### src/rtl/pdf_pkg.sv
package pdf_pkg;

    typedef enum logic [1:0] {
        ST_OFF   = 2'd0,
        ST_WATCH = 2'd1,
        ST_ARMED = 2'd2
    } arm_state_t;

    localparam int CFG_DATA_W = 32;

endpackage

### src/rtl/pdf_cfg_decode.sv
module pdf_cfg_decode #(
    parameter int          ADDR_W   = 8,
    parameter int          DATA_W   = 32,
    parameter int          EN_BIT   = 31,
    parameter logic [7:0]  CTRL_OFS = 8'hAC
) (
    input  logic              clk,
    input  logic              rst_n,
    input  logic              cfg_wr,
    input  logic [ADDR_W-1:0] cfg_addr,
    input  logic [DATA_W-1:0] cfg_wdata,
    input  logic              enabled,
    output logic              en_set,
    output logic              en_clr,
    output logic [DATA_W-1:0] cfg_rdata
);

    localparam logic [ADDR_W-1:0] OFS = ADDR_W'(CTRL_OFS);

    logic hit;
    logic unused_wdata;

    assign hit          = (cfg_addr == OFS);
    assign en_set       = cfg_wr && hit &&  cfg_wdata[EN_BIT];
    assign en_clr       = cfg_wr && hit && !cfg_wdata[EN_BIT];
    assign unused_wdata = ^cfg_wdata;

    always_comb begin
        cfg_rdata = '0;
        if (hit) begin
            cfg_rdata[EN_BIT] = enabled;
        end
    end

    // every bit except the enable reads as zero
    p_rsvd_zero_r2: assert property (@(posedge clk) disable iff (!rst_n)
        (cfg_rdata & ~(DATA_W'(1) << EN_BIT)) == '0);

    // a write elsewhere leaves the enable alone
    p_other_ofs_r2: assert property (@(posedge clk) disable iff (!rst_n)
        (cfg_wr && !hit) |-> !(en_set || en_clr));

endmodule

### src/rtl/pdf_arm_fsm.sv
module pdf_arm_fsm
    import pdf_pkg::*;
(
    input  logic clk,
    input  logic rst_n,
    input  logic en_set,
    input  logic en_clr,
    input  logic pkt_acc,
    input  logic pkt_poison,
    input  logic pkt_has_data,
    output logic enabled,
    output logic armed,
    output logic force_ut
);

    arm_state_t state_q, state_d;

    always_ff @(posedge clk) begin
        if (!rst_n) begin
            state_q <= ST_OFF;
        end else begin
            state_q <= state_d;
        end
    end

    always_comb begin
        state_d = state_q;
        unique case (state_q)
            ST_OFF: begin
                if (en_set) state_d = ST_WATCH;
            end
            ST_WATCH: begin
                if (en_clr)                       state_d = ST_OFF;
                else if (pkt_acc && pkt_poison)   state_d = ST_ARMED;
            end
            ST_ARMED: begin
                if (en_clr) state_d = ST_OFF;
            end
            default: state_d = ST_OFF;
        endcase
    end

    always_comb begin
        enabled  = 1'b0;
        armed    = 1'b0;
        force_ut = 1'b0;
        unique case (state_q)
            ST_OFF: begin
                force_ut = 1'b0;
            end
            ST_WATCH: begin
                enabled  = 1'b1;
                force_ut = pkt_poison;
            end
            ST_ARMED: begin
                enabled  = 1'b1;
                armed    = 1'b1;
                force_ut = pkt_poison || pkt_has_data;
            end
            default: begin
                force_ut = 1'b0;
            end
        endcase
    end

    // armed state persists until the enable is cleared
    p_sticky_r5: assert property (@(posedge clk) disable iff (!rst_n)
        (state_q == ST_ARMED && !en_clr) |=> (state_q == ST_ARMED));

    // clearing the enable always returns to OFF
    p_disarm_r8: assert property (@(posedge clk) disable iff (!rst_n)
        en_clr |=> (state_q == ST_OFF));

    // no arming while disabled
    p_off_stays_r3: assert property (@(posedge clk) disable iff (!rst_n)
        (state_q == ST_OFF && !en_set) |=> (state_q == ST_OFF));

endmodule

### src/rtl/pdf_pipe_stage.sv
module pdf_pipe_stage #(
    parameter int VC_W  = 3,
    parameter int TAG_W = 8
) (
    input  logic             clk,
    input  logic             rst_n,
    input  logic             in_valid,
    output logic             in_ready,
    input  logic             in_poison,
    input  logic             in_has_data,
    input  logic [VC_W-1:0]  in_vc,
    input  logic             in_ut,
    input  logic [TAG_W-1:0] in_tag,
    input  logic             force_ut,
    output logic             out_valid,
    input  logic             out_ready,
    output logic             out_poison,
    output logic             out_has_data,
    output logic [VC_W-1:0]  out_vc,
    output logic             out_ut,
    output logic [TAG_W-1:0] out_tag
);

    logic load;

    assign in_ready = !out_valid || out_ready;
    assign load     = in_valid && in_ready;

    always_ff @(posedge clk) begin
        if (!rst_n) begin
            out_valid <= 1'b0;
        end else if (in_ready) begin
            out_valid <= in_valid;
        end
    end

    always_ff @(posedge clk) begin
        if (!rst_n) begin
            out_poison   <= 1'b0;
            out_has_data <= 1'b0;
            out_vc       <= '0;
            out_ut       <= 1'b0;
            out_tag      <= '0;
        end else if (load) begin
            out_poison   <= in_poison;
            out_has_data <= in_has_data;
            out_vc       <= in_vc;
            out_ut       <= in_ut || force_ut;
            out_tag      <= in_tag;
        end
    end

    // stalled output holds still
    p_hold_r10: assert property (@(posedge clk) disable iff (!rst_n)
        (out_valid && !out_ready) |=> (out_valid && $stable(out_tag)
            && $stable(out_ut) && $stable(out_vc)));

    // an accepted packet is on the output one cycle later
    p_latency_r10: assert property (@(posedge clk) disable iff (!rst_n)
        load |=> (out_valid && out_tag == $past(in_tag)));

    // incoming unsupported flag is never lost
    p_ut_keep_r9: assert property (@(posedge clk) disable iff (!rst_n)
        (load && in_ut) |=> out_ut);

endmodule

### src/rtl/poison_drop_filter.sv
module poison_drop_filter #(
    parameter int         VC_W     = 3,
    parameter int         TAG_W    = 8,
    parameter int         ADDR_W   = 8,
    parameter int         EN_BIT   = 31,
    parameter logic [7:0] CTRL_OFS = 8'hAC
) (
    input  logic                             clk,
    input  logic                             rst_n,
    input  logic                             cfg_wr,
    input  logic [ADDR_W-1:0]                cfg_addr,
    input  logic [pdf_pkg::CFG_DATA_W-1:0]   cfg_wdata,
    output logic [pdf_pkg::CFG_DATA_W-1:0]   cfg_rdata,
    input  logic                             in_valid,
    output logic                             in_ready,
    input  logic                             in_poison,
    input  logic                             in_has_data,
    input  logic [VC_W-1:0]                  in_vc,
    input  logic                             in_ut,
    input  logic [TAG_W-1:0]                 in_tag,
    output logic                             out_valid,
    input  logic                             out_ready,
    output logic                             out_poison,
    output logic                             out_has_data,
    output logic [VC_W-1:0]                  out_vc,
    output logic                             out_ut,
    output logic [TAG_W-1:0]                 out_tag,
    output logic                             poison_seen
);

    localparam int DW = pdf_pkg::CFG_DATA_W;

    logic en_set, en_clr, enabled, armed, force_ut, acc;

    assign acc         = in_valid && in_ready;
    assign poison_seen = armed;

    pdf_cfg_decode #(
        .ADDR_W   (ADDR_W),
        .DATA_W   (DW),
        .EN_BIT   (EN_BIT),
        .CTRL_OFS (CTRL_OFS)
    ) u_cfg (
        .clk       (clk),
        .rst_n     (rst_n),
        .cfg_wr    (cfg_wr),
        .cfg_addr  (cfg_addr),
        .cfg_wdata (cfg_wdata),
        .enabled   (enabled),
        .en_set    (en_set),
        .en_clr    (en_clr),
        .cfg_rdata (cfg_rdata)
    );

    pdf_arm_fsm u_fsm (
        .clk          (clk),
        .rst_n        (rst_n),
        .en_set       (en_set),
        .en_clr       (en_clr),
        .pkt_acc      (acc),
        .pkt_poison   (in_poison),
        .pkt_has_data (in_has_data),
        .enabled      (enabled),
        .armed        (armed),
        .force_ut     (force_ut)
    );

    pdf_pipe_stage #(
        .VC_W  (VC_W),
        .TAG_W (TAG_W)
    ) u_pipe (
        .clk          (clk),
        .rst_n        (rst_n),
        .in_valid     (in_valid),
        .in_ready     (in_ready),
        .in_poison    (in_poison),
        .in_has_data  (in_has_data),
        .in_vc        (in_vc),
        .in_ut        (in_ut),
        .in_tag       (in_tag),
        .force_ut     (force_ut),
        .out_valid    (out_valid),
        .out_ready    (out_ready),
        .out_poison   (out_poison),
        .out_has_data (out_has_data),
        .out_vc       (out_vc),
        .out_ut       (out_ut),
        .out_tag      (out_tag)
    );

    // disabled filter passes the flag through
    p_passthru_r3: assert property (@(posedge clk) disable iff (!rst_n)
        (acc && !enabled) |=> (out_ut == $past(in_ut)));

    // requests without data are never marked
    p_nodata_r6: assert property (@(posedge clk) disable iff (!rst_n)
        (acc && !in_has_data && !in_poison) |=> (out_ut == $past(in_ut)));

    // poisoned packet while enabled is marked and arms the filter
    p_arm_r4: assert property (@(posedge clk) disable iff (!rst_n)
        (acc && in_poison && enabled && !en_clr) |=> (out_ut && poison_seen));

    // header fields other than the flag pass unchanged
    p_fields_r11: assert property (@(posedge clk) disable iff (!rst_n)
        acc |=> (out_vc == $past(in_vc) && out_has_data == $past(in_has_data)
                 && out_poison == $past(in_poison)));

endmodule

### config.mk
export PLATFORM = sky130hd
export DESIGN_NAME = poison_drop_filter
export DESIGN_NICKNAME = d
export VERILOG_FILES = /design/src/rtl/pdf_pkg.sv /design/src/rtl/pdf_cfg_decode.sv /design/src/rtl/pdf_arm_fsm.sv /design/src/rtl/pdf_pipe_stage.sv /design/src/rtl/poison_drop_filter.sv
export SDC_FILE = /design/constraint.sdc
export NUM_CORES = 1
export LEC_CHECK = 0
export ABC_AREA = 1
export CAP_MARGIN = 20
export CORE_MARGIN = 2
export CORE_UTILIZATION = 34
export DETAILED_ROUTE_END_ITERATION = 8
export GPL_TIMING_DRIVEN = 0
export PLACE_DENSITY = 0.9
export SETUP_SLACK_MARGIN = 0.15
export SLEW_MARGIN = 10
export SYNTH_ARGS = -nofsm -noshare
export SYNTH_HDL_FRONTEND = slang
export SYNTH_HIERARCHICAL = 1
export SYNTH_SLANG_ARGS = --single-unit
### constraint.sdc
create_clock -name clk -period 3.5 [get_ports clk]
set_input_delay 0.7 -clock clk [delete_from_list [all_inputs] [get_ports clk]]
set_output_delay 0.7 -clock clk [all_outputs]
set_load 0.02 [all_outputs]
### Yosys cells after proc, flatten, opt, wreduce, memory -nomap -nowiden

Index checks and enable logic that the tools add are counted.
Widths: inputs -> output; s select.

| cells by class | value |
|---|---|
| eq/ne operators | 6 |
| multiplexer cells | 9 |
| reductions and logical operators | 13 |

Operators with widths:

| cell | number |
|---|---|
| $eq 8x8->1 const B | 1 |
| $mux 2 | 4 |
| $pmux 2 s3 | 1 |
| $logic_and 1x1->1 | 5 |
| $ne 2x2->1 const B | 2 |
| $logic_or 1x1->1 | 3 |
| $mux 1 | 3 |
| $ne 3x2->1 const B | 1 |
| $reduce_and 3->1 | 1 |
| $eq 2x1->1 const B | 1 |
| $eq 2x2->1 const B | 1 |
| $logic_not 1->1 | 2 |
| $logic_not 2->1 | 1 |
| $pmux 1 s2 | 1 |
| $reduce_or 2->1 | 1 |

| storage, ports and cells | value |
|---|---|
| flip-flop bits (word level) | 17 |
| input port bits | 59 |
| output and inout bits | 49 |
| word-level logic and storage cells | 35 |

### Depth between registers and ports, before layout

| depth | value |
|---|---|
| word-level depth | 7 |
| gate-level depth with buffers | 12 |

### Modules after synthesis

Netlist, hierarchy kept.

By module, submodules not included:

| module | instances | cells each | area an instance (um2) | seq. area each (um2) |
|---|---|---|---|---|
| pdf_pipe_stage | 1 | 96 | 660.6 | 300.3 |
| pdf_cfg_decode | 1 | 47 | 306.5 | 0.0 |
| pdf_arm_fsm | 1 | 34 | 226.5 | 40.0 |
| poison_drop_filter | 1 | 2 | 7.5 | 0.0 |

### Least setup slack after synthesis

Ideal clock, no wire load.

| path | value |
|---|---|
| path kind | input -> output |
| start | input cfg_addr[4] |
| end | output cfg_rdata[31] (netlist name) |
| arrival | 1158 ps |
| data required time | 2800 ps |
| slack | 1642 ps |
| cell stages on the path | 4 |
| path through | inv_1 -> nand2_1 -> nor2_2 -> and3_1 |

| on the way | value |
|---|---|
| cells in the longest elaborated chain, start to end | 2 |

RTL lines:

| item | RTL line | text |
|---|---|---|
| start, declared | poison_drop_filter.sv:11 | `input logic [ADDR_W-1:0] cfg_addr,` |
| $eq 8x8->1 | pdf_cfg_decode.sv:23 | `assign hit = (cfg_addr == OFS);` |
| $mux 1 | pdf_cfg_decode.sv:30 | `if (hit) begin` |
| end, declared | poison_drop_filter.sv:13 | `output logic [pdf_pkg::CFG_DATA_W-1:0] cfg_rdata,` |

No other way between the ends.

### Worst setup path after layout

| path | value |
|---|---|
| start | input out_ready |
| end | output in_ready |

| on the way | value |
|---|---|
| cells in the longest elaborated chain, start to end | 1 |

RTL lines:

| item | RTL line | text |
|---|---|---|
| start, declared | poison_drop_filter.sv:22 | `input logic out_ready,` |
| $logic_or 1x1->1 | pdf_pipe_stage.sv:26 | `assign in_ready = !out_valid \|\| out_ready;` |
| end, declared | poison_drop_filter.sv:15 | `output logic in_ready,` |

No other way between the ends.

==> run metrics <==
gr usage total 13.1%; Max Cap Viol 0; grt met2 use a little over a quarter; Die ar. approximately 4000 um2; pre-CTS WS 629 ps; remaining global-route overflow 0; Period minus WS final around 2900 ps; num rows 21; # resized after CTS 0; Synth top area share between 20% and 30%; H-tree depth 1; GR Util met3 4.46%; Async S/R FF share, synth 0%; routed via count approximately 1200; Post-Syn Area approximately 1200 um2; CTS clk-pin slew, worst paths around 100 ps; status finished, final reports clean; RSZ-0062 raised after global routing no; drt via density between 3 and 4; Final Hold Fails 0; CTS buffer count 3; post-synth cell types 20; min-delay src u_pipe/out_tag[4]; hold slack between 400 and 500 ps; Design Power between 0.6 and 0.7 mW; HPWL after DPL between 2000 and 2500 um; Fillers between 300 and 400; PD cells around 360 nW/um2; synth top area cells dfxtp_1, buf_4, inv_1, nand2_1, nor2_1; Peak VDD IR about 0.21 mV; hold buffers post-CTS 0; final wirelength approximately 2500 um; path depth of the worst reg2reg path 8; Wirelength per Cell 8.23 um; Die W 63.4 um; hold path depth 2; Worst Clk Skew around 6.9 ps; final worst-path cycle share ~82%; P_sw 0.250 mW; P_int ~0.41 mW; combinational share of power 49.3%; # diodes 0; global-route wire length before repair around 4400 um; PortBufs 45; CTS tree done; Switching Share a little under two fifths; post-route ant nets 0; sequential element share of the synthesized area 28.3%; top-count cell post-synth buf_4; Seq cells post-synth 17; Synth Instances ~180; CTS sink count 17; Synth Warn # 6; setup ws final approximately 640 ps; setup TNS 0 ps; Final Util between 50% and 60%; clock share of power about 16%; Crit Path Max Fanout 11; vias in the first global route 1070; P&R area growth vs syn 54.0%; largest net degree at the start of global routing 12; largest area contributor in the netlist dfxtp_1; Initial Util between 30% and 40%; Reg power frac a little over a third; Setup Fix Bufs, Post-CTS 0; most used routing layer met2; nets@finish between 300 and 400; critical path capture point type output port; die height 63.4 um; Max Fclk 349 MHz; worst r2r src u_fsm/state_q[0]; met1 usage roughly 14%; root buffer cell clkbuf_4; Critical Path RT 2800 ps; CP startpoint kind input port; layout cells sized above 1 between 15 and 20%; Leakage 0.991 nW; Syn Area/Cell between 6 and 7 um2; Synth Flop Type dfxtp_1; most instantiated cells after synthesis buf_4, inv_1, nand2_1; 1st-iter DRT viols between 60 and 70; WS Path Type input port to output port; detailed-route DRC error count 0; R2R Setup Slk 2160 ps; clk_lat worst skew between 200 and 300 ps; core area ~3400 um2; fin. max-slew vios 0; Data arrival, critical path around 2200 ps; HP Class flop to flop; antenna violations before repair 0; Boundary Pins ~110; drt pass-1 iters 4; clk buf depth 2; number of synthesized flops with an enable pin 0; Worst Hold Endpoint u_pipe/out_tag[4]; RR Endpoint u_pipe/out_ut; Setup-failing EPs final 0; RePlAce Congestion 0.711
## worst max-delay path, cell delays in order
cell and delay [ps]:
clkdlybuf4s50_1 460, inv_1 40, nand2_1 80, buf_2 240, clkdlybuf4s50_1 650
## registers in the layout (all words and copies together), names as in the netlist
register,count
u_fsm/state_q,2
u_pipe/out_has_data,1
u_pipe/out_poison,1
u_pipe/out_tag,8
u_pipe/out_ut,1
u_pipe/out_valid,1
u_pipe/out_vc,3
## cell families (layout without fill, tap and decap cells)
logic type,count (synthesis),count (layout),share of synthesized area (%)
AO/OA/AOI/OAI,18,18,7.71
buffers and inverters,67,116,32.1
other,1,31,0.312
AND/OR/NAND/NOR,71,71,26.4
flip-flops,17,17,28.3
adder cells (fa/ha/maj),5,5,5.21
## metrics by stage
step / instance area [um2] / std cells
global placement: 1820 / 300
finish: 1850 / 304
CTS: 1850 / 304
global route: 1850 / 304
floorplan: 1310 / 209
detailed placement: 1820 / 300
## layout make-up
class / count / area [um2] / area share, %
multi-input combinational: 125 / 588 / 31.8
buffer: 38 / 277 / 15.0
tap: 46 / 57.6 / 3.11
clock inverter: 1 / 5.00 / 0.271
sequential: 17 / 340 / 18.4
inverter: 29 / 109 / 5.89
clock buffer: 3 / 22.5 / 1.22
timing repair buffer: 45 / 450 / 24.4
## cells in the final DEF (no fill, tap or decap)
| cell type | count |
|---|---|
| clkdlybuf4s50_1 | 45 |
| buf_4 | 32 |
| conb_1 | 31 |
| inv_1 | 28 |
| nand2_1 | 24 |
| nor2_1 | 23 |
| dfxtp_1 | 17 |
| a21oi_1 | 15 |
| nand3_1 | 15 |
| ha_1 | 5 |
| buf_2 | 5 |
| nor2_2 | 4 |
| clkbuf_4 | 3 |
| nand2_2 | 2 |
| clkinv_2 | 1 |
| nand3_2 | 1 |
| and3_1 | 1 |
| o21ai_1 | 1 |
| nand2_4 | 1 |
| o21ai_0 | 1 |
| inv_2 | 1 |
| buf_6 | 1 |
| a21boi_0 | 1 |
## worst max-delay path by stage
stage / start / cells past startpoint / endpoint
finish: out_ready / 5 / in_ready
global route: out_ready / 5 / in_ready
CTS: out_ready / 5 / in_ready
detailed placement: out_ready / 5 / in_ready
global placement: out_ready / 5 / in_ready
floorplan: cfg_addr[4] / 4 / cfg_rdata[31]
## power groups by stage
| stage | clock [mW] | sequential, mW | combinational (mW) |
|---|---|---|---|
| 4_1_cts | 0.111 | 0.232 | 0.325 |
| 6_report | 0.103 | 0.232 | 0.326 |
| 3_3_place_gp | 0 | 0.236 | 0.316 |
| 3_5_place_dp | 0 | 0.237 | 0.323 |
| 5_1_grt | 0.121 | 0.236 | 0.365 |
| 2_1_floorplan | 0 | 0.251 | 0.215 |
## per-layer routing
| layer | part of all wire, % | wire length (um) |
|---|---|---|
| met3 | 7.0 | 175 |
| met4 | 0.44 | 11 |
| met2 | 52 | 1310 |
| met5 | 0 | 0 |
| met1 | 40 | 1010 |
(Power assumes the default switching activity.)
